File: config.mk
export PLATFORM = sky130hd
export DESIGN_NAME = dispatch_retire_ctl
export DESIGN_NICKNAME = d
export VERILOG_FILES = /design/src/rtl/disp_pkg.sv /design/src/rtl/dispatch_select.sv /design/src/rtl/credit_pool.sv /design/src/rtl/rob_ring.sv /design/src/rtl/perf_counters.sv /design/src/rtl/dispatch_retire_ctl.sv
export SDC_FILE = /design/constraint.sdc
export NUM_CORES = 1
export LEC_CHECK = 0
export ABC_CLOCK_PERIOD_IN_PS = 8500
export CORE_MARGIN = 3
export CORE_UTILIZATION = 42
export CTS_CLUSTER_DIAMETER = 60
export CTS_CLUSTER_SIZE = 12
export DETAILED_ROUTE_END_ITERATION = 8
export GPL_TIMING_DRIVEN = 1
export PLACE_DENSITY = 0.76
export SYNTH_ARGS = -nofsm -noshare
export SYNTH_HDL_FRONTEND = slang
export SYNTH_SLANG_ARGS = --single-unit
File: constraint.sdc
create_clock -name clk -period 8.5 [get_ports clk]
set_input_delay 1.275 -clock clk [delete_from_list [all_inputs] [get_ports clk]]
set_output_delay 1.275 -clock clk [all_outputs]
set_load 0.02 [all_outputs]
File: src/rtl/disp_pkg.sv
package disp_pkg;
  localparam int NUM_CAUSES = 5;

  typedef enum logic [1:0] {
    KIND_ALU   = 2'd0,
    KIND_LOAD  = 2'd1,
    KIND_STORE = 2'd2,
    KIND_RSVD  = 2'd3
  } op_kind_e;

  typedef enum logic [2:0] {
    CAUSE_NONE  = 3'd0,
    CAUSE_REG   = 3'd1,
    CAUSE_TOK   = 3'd2,
    CAUSE_SCHED = 3'd3,
    CAUSE_LQ    = 3'd4,
    CAUSE_SQ    = 3'd5
  } stall_cause_e;
endpackage

File: src/rtl/dispatch_select.sv
module dispatch_select
  import disp_pkg::*;
#(
  parameter int W     = 2,
  parameter int UW    = 2,
  parameter int DW    = 2,
  parameter int SPW   = 4,
  parameter int FW    = 6,
  parameter bit UNLIM = 1'b0
) (
  input  logic [W-1:0]    in_valid,
  input  logic [W*UW-1:0] in_uops,
  input  logic [W*DW-1:0] in_ndst,
  input  logic [2*W-1:0]  in_kind,
  input  logic [FW-1:0]   tok_free,
  input  logic [FW-1:0]   preg_free,
  input  logic [SPW-1:0]  sched_space,
  input  logic [SPW-1:0]  lq_space,
  input  logic [SPW-1:0]  sq_space,
  output logic [W-1:0]    take,
  output stall_cause_e    cause,
  output logic [FW-1:0]   grp_uops,
  output logic [FW-1:0]   grp_dst
);
  logic [FW-1:0] acc_l, acc_s;
  logic [FW-1:0] nu, nd, nl, ns;
  logic          stop;

  always_comb begin
    take     = '0;
    cause    = CAUSE_NONE;
    grp_uops = '0;
    grp_dst  = '0;
    acc_l    = '0;
    acc_s    = '0;
    stop     = 1'b0;
    nu = '0; nd = '0; nl = '0; ns = '0;
    for (int i = 0; i < W; i++) begin
      nu = grp_uops + FW'(in_uops[i*UW +: UW]);
      nd = grp_dst + FW'(in_ndst[i*DW +: DW]);
      nl = acc_l + FW'(in_kind[i*2 +: 2] == KIND_LOAD);
      ns = acc_s + FW'(in_kind[i*2 +: 2] == KIND_STORE);
      if (!stop) begin
        if (!in_valid[i] || nu > FW'(W)) begin
          stop = 1'b1;
        end else if (!UNLIM && nd > preg_free) begin
          stop = 1'b1; cause = CAUSE_REG;
        end else if (nu > tok_free) begin
          stop = 1'b1; cause = CAUSE_TOK;
        end else if (nu > FW'(sched_space)) begin
          stop = 1'b1; cause = CAUSE_SCHED;
        end else if (nl > FW'(lq_space)) begin
          stop = 1'b1; cause = CAUSE_LQ;
        end else if (ns > FW'(sq_space)) begin
          stop = 1'b1; cause = CAUSE_SQ;
        end else begin
          take[i]  = 1'b1;
          grp_uops = nu;
          grp_dst  = nd;
          acc_l    = nl;
          acc_s    = ns;
        end
      end
    end
  end
endmodule

File: src/rtl/credit_pool.sv
module credit_pool #(
  parameter int TOTAL = 8,
  parameter int FW    = 6
) (
  input  logic          clk,
  input  logic          rst_n,
  input  logic [FW-1:0] take_amt,
  input  logic [FW-1:0] give_amt,
  output logic [FW-1:0] free_cnt
);
  logic [FW-1:0] free_q, free_d;
  logic          upd_en;

  always_comb begin
    upd_en = (take_amt != '0) || (give_amt != '0);
    free_d = free_q - take_amt + give_amt;
  end

  always_ff @(posedge clk or negedge rst_n) begin
    if (!rst_n)      free_q <= FW'(TOTAL);
    else if (upd_en) free_q <= free_d;
  end

  assign free_cnt = free_q;
endmodule

File: src/rtl/rob_ring.sv
module rob_ring #(
  parameter int DEPTH = 8,
  parameter int TW    = 3,
  parameter int W     = 2,
  parameter int UW    = 2,
  parameter int DW    = 2,
  parameter int FW    = 6
) (
  input  logic          clk,
  input  logic          rst_n,
  input  logic [W-1:0]  alloc,
  input  logic [W*UW-1:0] alloc_uops,
  input  logic [W*DW-1:0] alloc_ndst,
  input  logic [W-1:0]  wb_valid,
  input  logic [W*TW-1:0] wb_tag,
  output logic [TW-1:0] tail_ptr,
  output logic [W-1:0]  ret_valid,
  output logic [W*TW-1:0] ret_tag,
  output logic [FW-1:0] ret_uops,
  output logic [FW-1:0] ret_dst,
  output logic          empty,
  output logic          full
);
  logic [TW-1:0]    head_q, head_d, tail_q, tail_d, idx;
  logic [TW:0]      cnt_q, cnt_d, n_ret, n_alloc;
  logic [DEPTH-1:0] done_q, done_d;
  logic             go, st_en;
  logic [UW-1:0]    uops_mem [DEPTH];
  logic [DW-1:0]    dst_mem  [DEPTH];

  // in-order retire scan from the head
  always_comb begin
    ret_valid = '0;
    ret_tag   = '0;
    ret_uops  = '0;
    ret_dst   = '0;
    n_ret     = '0;
    go        = 1'b1;
    idx       = head_q;
    for (int j = 0; j < W; j++) begin
      idx = head_q + TW'(j);
      ret_tag[j*TW +: TW] = idx;
      if (go && ((TW+1)'(j) < cnt_q) && done_q[idx]) begin
        ret_valid[j] = 1'b1;
        ret_uops     = ret_uops + FW'(uops_mem[idx]);
        ret_dst      = ret_dst + FW'(dst_mem[idx]);
        n_ret        = n_ret + 1'b1;
      end else begin
        go = 1'b0;
      end
    end
  end

  always_comb begin
    n_alloc = '0;
    for (int j = 0; j < W; j++) n_alloc = n_alloc + (TW+1)'(alloc[j]);
    done_d = done_q;
    for (int j = 0; j < W; j++)
      if (wb_valid[j]) done_d[wb_tag[j*TW +: TW]] = 1'b1;
    for (int j = 0; j < W; j++)
      if (ret_valid[j]) done_d[head_q + TW'(j)] = 1'b0;
    for (int j = 0; j < W; j++)
      if (alloc[j]) done_d[tail_q + TW'(j)] = 1'b0;
    head_d = head_q + TW'(n_ret);
    tail_d = tail_q + TW'(n_alloc);
    cnt_d  = cnt_q + n_alloc - n_ret;
    st_en  = (|alloc) || (|ret_valid) || (|wb_valid);
  end

  always_ff @(posedge clk or negedge rst_n) begin
    if (!rst_n) begin
      head_q <= '0;
      tail_q <= '0;
      cnt_q  <= '0;
      done_q <= '0;
    end else if (st_en) begin
      head_q <= head_d;
      tail_q <= tail_d;
      cnt_q  <= cnt_d;
      done_q <= done_d;
    end
  end

  // payload needs no reset: read only for occupied slots
  always_ff @(posedge clk) begin
    for (int j = 0; j < W; j++) begin
      if (alloc[j]) begin
        uops_mem[tail_q + TW'(j)] <= alloc_uops[j*UW +: UW];
        dst_mem[tail_q + TW'(j)]  <= alloc_ndst[j*DW +: DW];
      end
    end
  end

  assign tail_ptr = tail_q;
  assign empty    = (cnt_q == '0);
  assign full     = (cnt_q == (TW+1)'(DEPTH));
endmodule

File: src/rtl/perf_counters.sv
module perf_counters
  import disp_pkg::*;
#(
  parameter int W  = 2,
  parameter int CW = 16,
  parameter int FW = 6
) (
  input  logic                     clk,
  input  logic                     rst_n,
  input  logic [FW-1:0]            disp_n,
  input  logic [W-1:0]             ret_valid,
  input  stall_cause_e             cause,
  output logic [(W+1)*CW-1:0]      disp_hist,
  output logic [(W+1)*CW-1:0]      ret_hist,
  output logic [NUM_CAUSES*CW-1:0] stall_cnt
);
  logic [FW-1:0] ret_n;

  always_comb begin
    ret_n = '0;
    for (int j = 0; j < W; j++) ret_n = ret_n + FW'(ret_valid[j]);
  end

  for (genvar k = 0; k <= W; k++) begin : g_bin
    logic [CW-1:0] dq, rq;
    logic          den, ren;
    assign den = (disp_n == FW'(k));
    assign ren = (ret_n == FW'(k));
    always_ff @(posedge clk or negedge rst_n) begin
      if (!rst_n)   dq <= '0;
      else if (den) dq <= dq + 1'b1;
    end
    always_ff @(posedge clk or negedge rst_n) begin
      if (!rst_n)   rq <= '0;
      else if (ren) rq <= rq + 1'b1;
    end
    assign disp_hist[k*CW +: CW] = dq;
    assign ret_hist[k*CW +: CW]  = rq;
  end

  for (genvar c = 0; c < NUM_CAUSES; c++) begin : g_cause
    logic [CW-1:0] sq;
    logic          sen;
    assign sen = (3'(cause) == 3'(c + 1));
    always_ff @(posedge clk or negedge rst_n) begin
      if (!rst_n)   sq <= '0;
      else if (sen) sq <= sq + 1'b1;
    end
    assign stall_cnt[c*CW +: CW] = sq;
  end
endmodule

File: src/rtl/dispatch_retire_ctl.sv
module dispatch_retire_ctl
  import disp_pkg::*;
#(
  parameter int W           = 2,
  parameter int ROB_ENTRIES = 8,
  parameter int PREGS       = 6,
  parameter int UW          = 2,
  parameter int DW          = 2,
  parameter int SPW         = 4,
  parameter int CW          = 16,
  localparam int TW         = $clog2(ROB_ENTRIES)
) (
  input  logic                     clk,
  input  logic                     rst_n,
  input  logic [W-1:0]             in_valid,
  input  logic [W*UW-1:0]          in_uops,
  input  logic [W*DW-1:0]          in_ndst,
  input  logic [2*W-1:0]           in_kind,
  input  logic [SPW-1:0]           sched_space,
  input  logic [SPW-1:0]           lq_space,
  input  logic [SPW-1:0]           sq_space,
  output logic [W-1:0]             disp_valid,
  output logic [W*TW-1:0]          disp_tag,
  input  logic [W-1:0]             wb_valid,
  input  logic [W*TW-1:0]          wb_tag,
  output logic [W-1:0]             ret_valid,
  output logic [W*TW-1:0]          ret_tag,
  output logic [(W+1)*CW-1:0]      disp_hist,
  output logic [(W+1)*CW-1:0]      ret_hist,
  output logic [NUM_CAUSES*CW-1:0] stall_cnt
);
  localparam int FW = $clog2(ROB_ENTRIES + PREGS + 4*W + 1) + 1;

  logic [FW-1:0] tok_free, preg_free, grp_uops, grp_dst, ret_uops, ret_dst;
  logic [TW-1:0] tail_ptr;
  logic [W-1:0]  take;
  logic          rob_empty, rob_full;
  stall_cause_e  cause;

  dispatch_select #(
    .W(W), .UW(UW), .DW(DW), .SPW(SPW), .FW(FW), .UNLIM(PREGS == 0)
  ) u_sel (
    .in_valid(in_valid), .in_uops(in_uops), .in_ndst(in_ndst), .in_kind(in_kind),
    .tok_free(tok_free), .preg_free(preg_free),
    .sched_space(sched_space), .lq_space(lq_space), .sq_space(sq_space),
    .take(take), .cause(cause), .grp_uops(grp_uops), .grp_dst(grp_dst)
  );

  rob_ring #(
    .DEPTH(ROB_ENTRIES), .TW(TW), .W(W), .UW(UW), .DW(DW), .FW(FW)
  ) u_rob (
    .clk(clk), .rst_n(rst_n), .alloc(take), .alloc_uops(in_uops), .alloc_ndst(in_ndst),
    .wb_valid(wb_valid), .wb_tag(wb_tag), .tail_ptr(tail_ptr),
    .ret_valid(ret_valid), .ret_tag(ret_tag), .ret_uops(ret_uops), .ret_dst(ret_dst),
    .empty(rob_empty), .full(rob_full)
  );

  credit_pool #(.TOTAL(ROB_ENTRIES), .FW(FW)) u_tok (
    .clk(clk), .rst_n(rst_n), .take_amt(grp_uops), .give_amt(ret_uops), .free_cnt(tok_free)
  );

  if (PREGS == 0) begin : g_unlim
    assign preg_free = '1;
  end else begin : g_pool
    credit_pool #(.TOTAL(PREGS), .FW(FW)) u_preg (
      .clk(clk), .rst_n(rst_n), .take_amt(grp_dst), .give_amt(ret_dst), .free_cnt(preg_free)
    );
  end

  perf_counters #(.W(W), .CW(CW), .FW(FW)) u_perf (
    .clk(clk), .rst_n(rst_n), .disp_n(grp_uops), .ret_valid(ret_valid), .cause(cause),
    .disp_hist(disp_hist), .ret_hist(ret_hist), .stall_cnt(stall_cnt)
  );

  assign disp_valid = take;
  always_comb begin
    for (int j = 0; j < W; j++) disp_tag[j*TW +: TW] = tail_ptr + TW'(j);
  end
endmodule

==> results.tsv <==
stage	metric	value	unit
setup_path	CP arrival	6.83	ns
yosys	Post-Syn Instances	1253	
setup_path	R2R Path End	u_rob.cnt_q[3]	
detailed_routing	Routed WL per cell	18.1	um
setup_path	Reg-to-Reg Start	g_pool.u_preg.free_cnt[1]	
detailed_routing	post-route ant nets	0	
yosys	sequential fraction of the synthesis area	45.2	%
detailed_routing	Post-Route WL	34.5	mm
min_path	min-delay src	u_perf.g_cause[1].sq[15]	
yosys	Avg Cell Area, Syn	10.8	um2
timing	Setup violations, final	0	
timing	post-route setup TNS	0	ns
clock_tree	TritonCTS Buffers	28	
timing	worst-margin pin slew	1.11	ns
setup_path	Worst EP required	7.22	ns
cells_and_area	Register Area	6120	um2
global_route	first-pass GRT wire length	56.4	mm
pwr	total chip power	0.00594	W
cells_and_area	nets@finish	1604	
pwr	Clk network pwr share	18.8	%
detailed_routing	DRT Pass-1 Iters	5	
min_path	Worst Hold Endpoint	u_perf.g_cause[1].sq[15]	
clock_tree	CTS Sinks	238	
floorplan	DIE WIDTH	186	um
floorplan	full die area	34400	um2
placement	dpl hpwl	25.6	mm
setup_path	R2R depth	27	
setup_path	Critical Path Max Stage Delay	0.74	ns
clock_tree	Worst-path clk slew	0.05	ns
timing	relative slew slack	26.1	%
min_path	Worst Hold Class	flop to flop	
global_route	largest net degree at the start of global routing	76	
setup_path	CP Cell Sequence	clkdlybuf4s50_1, inv_1, ha_1, a211oi_1, o21ai_0, and4_1, nand2_1, nor2_1, ha_1, inv_1, fa_1, inv_1, ha_1, a211oi_1, nor3_2, buf_4, or4_4, nor2_1, clkdlybuf4s50_1	
pwr	LEAKAGE	7.50	nW
cells_and_area	share of layout cells above drive strength 1	8.57	%
cells_and_area	area grow syn2layout	26.2	%
clock_tree	H-tree levels	1	
timing	Clock Skew	0.0309	ns
detailed_routing	initial detailed-routing violation count	602	
pwr	Switch Pwr	0.00250	W
pwr	switching share of power	42.0	%
timing	min cycle time layout	8.11	ns
clock_tree	CTS tree	built	
yosys	synth warn	0	
pwr	Sequential Power Share	28.5	%
setup_path	CP max-delay cell	clkdlybuf4s50_1	
global_route	vias in the first global route	10800	
pwr	power share of the combinational group	52.7	%
global_route	GRT Residual Overflow	0	
clock_tree	post-CTS sizing	0	
setup_path	CP top delay family	buffers and inverters	
setup_path	critical path peak fanout	12	
setup_path	reg-to-reg slack, setup	1.80	ns
clock_tree	CTS root buffer	clkbuf_16	
floorplan	core area	31600	um2
global_route	GRT Util Overall	19.9	%
cells_and_area	Filler cells	2685	
cells_and_area	multi-input logic area	6930	um2
cells_and_area	final core occ	54.0	%
cells_and_area	Post-Layout Inst Area	17100	um2
yosys	Post-synth EDFFs	32	
clock_tree	postcts setup bufs	0	
pwr	Peak supply drop	0.000192	V
floorplan	Rows	65	
yosys	synth unique cells	77	
yosys	Synth Register Bits	238	
run_status	status	complete, no violations	
yosys	Async SR Flop Fraction	86.6	%
setup_path	crit end category	output port	
clock_tree	hold_buf cts	0	
timing	final worst-path cycle share	95.4	%
setup_path	number of buffers and inverters on the critical path	6	
clock_tree	worst skew pair latency	0.56	ns
cells_and_area	ANT cells	0	
placement	count of input and output buffers	227	
floorplan	Initial Util	42.8	%
pwr	Int Power	0.00344	W
setup_path	Startpoint Class	input pin	
flow_run	max-cap violations	0	
yosys	Syn Nets	1368	
yosys	Mapped Area	13500	um2
min_path	WHS Path Cells	1	
timing	RSZ-0062 raised after global routing	false	
timing	Final Max Tran Viols	0	
clock_tree	clk buf depth	3	
detailed_routing	via count	10500	
floorplan	IO Pins	228	
timing	endpoints failing hold	0	
global_route	initial antenna violation count	0	
detailed_routing	vias per std cell	5.50	
placement	RePlAce Congestion	0.886	
setup_path	Crit Path Class	input pin to output port	
timing	Fmax	0.123	GHz
detailed_routing	# DRC	0	
yosys	main flop type after synthesis	dfrtp_1	
placement	post-placement cell area	16300	um2
pwr	Cell Pwr Density	348	nW/um2
floorplan	die height	186	um
==> kinds of logic (layout without fill, tap and decap cells) <==
group           count (synthesis)  in the layout  synth area share, %
mux                            70             70                 6.52
xor+xnor                      179            179                 11.6
other cells                     1              1               0.0277
flops                         238            238                 45.2
simple gates                  442            442                 18.1
buf+inv                       121            373                 3.62
fa+ha+maj                      79             79                 8.07
compound gates                123            123                 6.83
==> synth_stat cells, drive strengths merged (4+ instances only) <==
library cell  number  area, um2
nand2            104        390
mux4              12        270
o211ai             5       42.5
o22ai              6       37.5
and2              16        100
a21o               6       45.0
buf               20        111
a211oi            10       75.1
and3              46        288
nand2b            13       86.3
nand4             61        388
mux2i             32        320
nand3             56        293
o21ai             31        155
nor2b             14       87.6
ha                65        813
nor3              30        155
a31o               4       43.8
clkbuf            14       52.6
a21oi             20        100
xnor2            120       1060
xor2              59        517
inv               86        323
edfxtp            32        961
mux2              26        293
nor3b              5       37.5
and4              13        114
nor4              12        169
nor2              57        214
a31oi              5       31.3
dfrtp            203       5080
fa                14        280
==> registers in the layout (all words and copies together) (netlist names) <==
name,cells
u_perf.g_cause.sq,80
u_perf.g_bin.dq,48
u_perf.g_bin.rq,48
u_rob.dst_mem,16
u_rob.uops_mem,16
u_rob.done_q,8
g_pool.u_preg.free_cnt,6
u_tok.free_cnt,6
u_rob.cnt_q,4
u_rob.head_q,3
u_rob.tail_ptr,3
==> cell usage in the layout (no fill, tap or decap), types with 6 or more instances in the layout <==
cell and instances:
nand2_1 104, o21ai_0 31, xnor2_1 119, ha_1 65, dfrtp_1 203, mux2_2 26
nor3_1 29, a21oi_1 20, fa_1 14, and4_1 13, nand2b_1 11, nor2b_1 14
a21o_1 6, nand3_1 55, nand4_1 60, mux4_2 12, inv_1 82, clkdlybuf4s50_1 226
xor2_1 59, and2_1 15, o22ai_1 6, and3_1 46, mux2i_1 32, clkbuf_16 28
nor2_1 57, a211oi_1 10, clkbuf_1 6, buf_4 13, edfxtp_1 32
==> metrics by stage <==
step | hold slack (ns) | setup slack, ns | cells
final | 0.468 | 0.391 | 1907
after CTS | 0.468 | 0.419 | 1907
after floorplan | 0.484 | 0.975 | 1253
after global placement | 0.458 | 0.693 | 1861
after detailed placement | 0.461 | 0.441 | 1861
after global routing | 0.479 | 0.108 | 1907
==> final cells by class <==
cell class / count / area share (%)
Timing Repair Buffer: 240 / 13.9
Sequential cell: 238 / 35.8
Tap cell: 402 / 2.94
Clock buffer: 36 / 4.39
Clock inverter: 10 / 0.512
Inverter: 87 / 1.91
Multi-Input combinational cell: 894 / 40.6
==> power groups by stage <==
stage	logic [W]	registers [W]	clock network [W]
final	0.00313	0.00169	0.00112
after global routing	0.00349	0.00173	0.00119
after CTS	0.00315	0.00169	0.00115
after detailed placement	0.00314	0.00171	0
after global placement	0.00301	0.00169	0
after floorplan	0.00210	0.00177	0
==> worst max path at each step <==
stage / startpoint / endpoint / slack [ns] / cells after the start
6_report: in_uops[0] / disp_valid[1] / 0.39 / 19
5_1_grt: in_uops[0] / disp_valid[1] / 0.11 / 19
4_1_cts: in_uops[0] / disp_valid[1] / 0.42 / 19
3_5_place_dp: in_uops[0] / disp_valid[1] / 0.44 / 19
3_3_place_gp: in_uops[1] / disp_valid[1] / 0.69 / 18
2_1_floorplan: in_kind[1] / u_tok.free_cnt[5] / 0.97 / 29
==> routing by layer <==
layer	global-route usage [%]	vias to the layer above	share of wire (%)
met5	0	-	0
met4	4.92	0	2.3
met3	5.75	61	8.5
met2	31.9	352	45
met1	26.9	5166	44
li1	-	4900	-
Note: power is estimated with default switching activity, not from simulation.
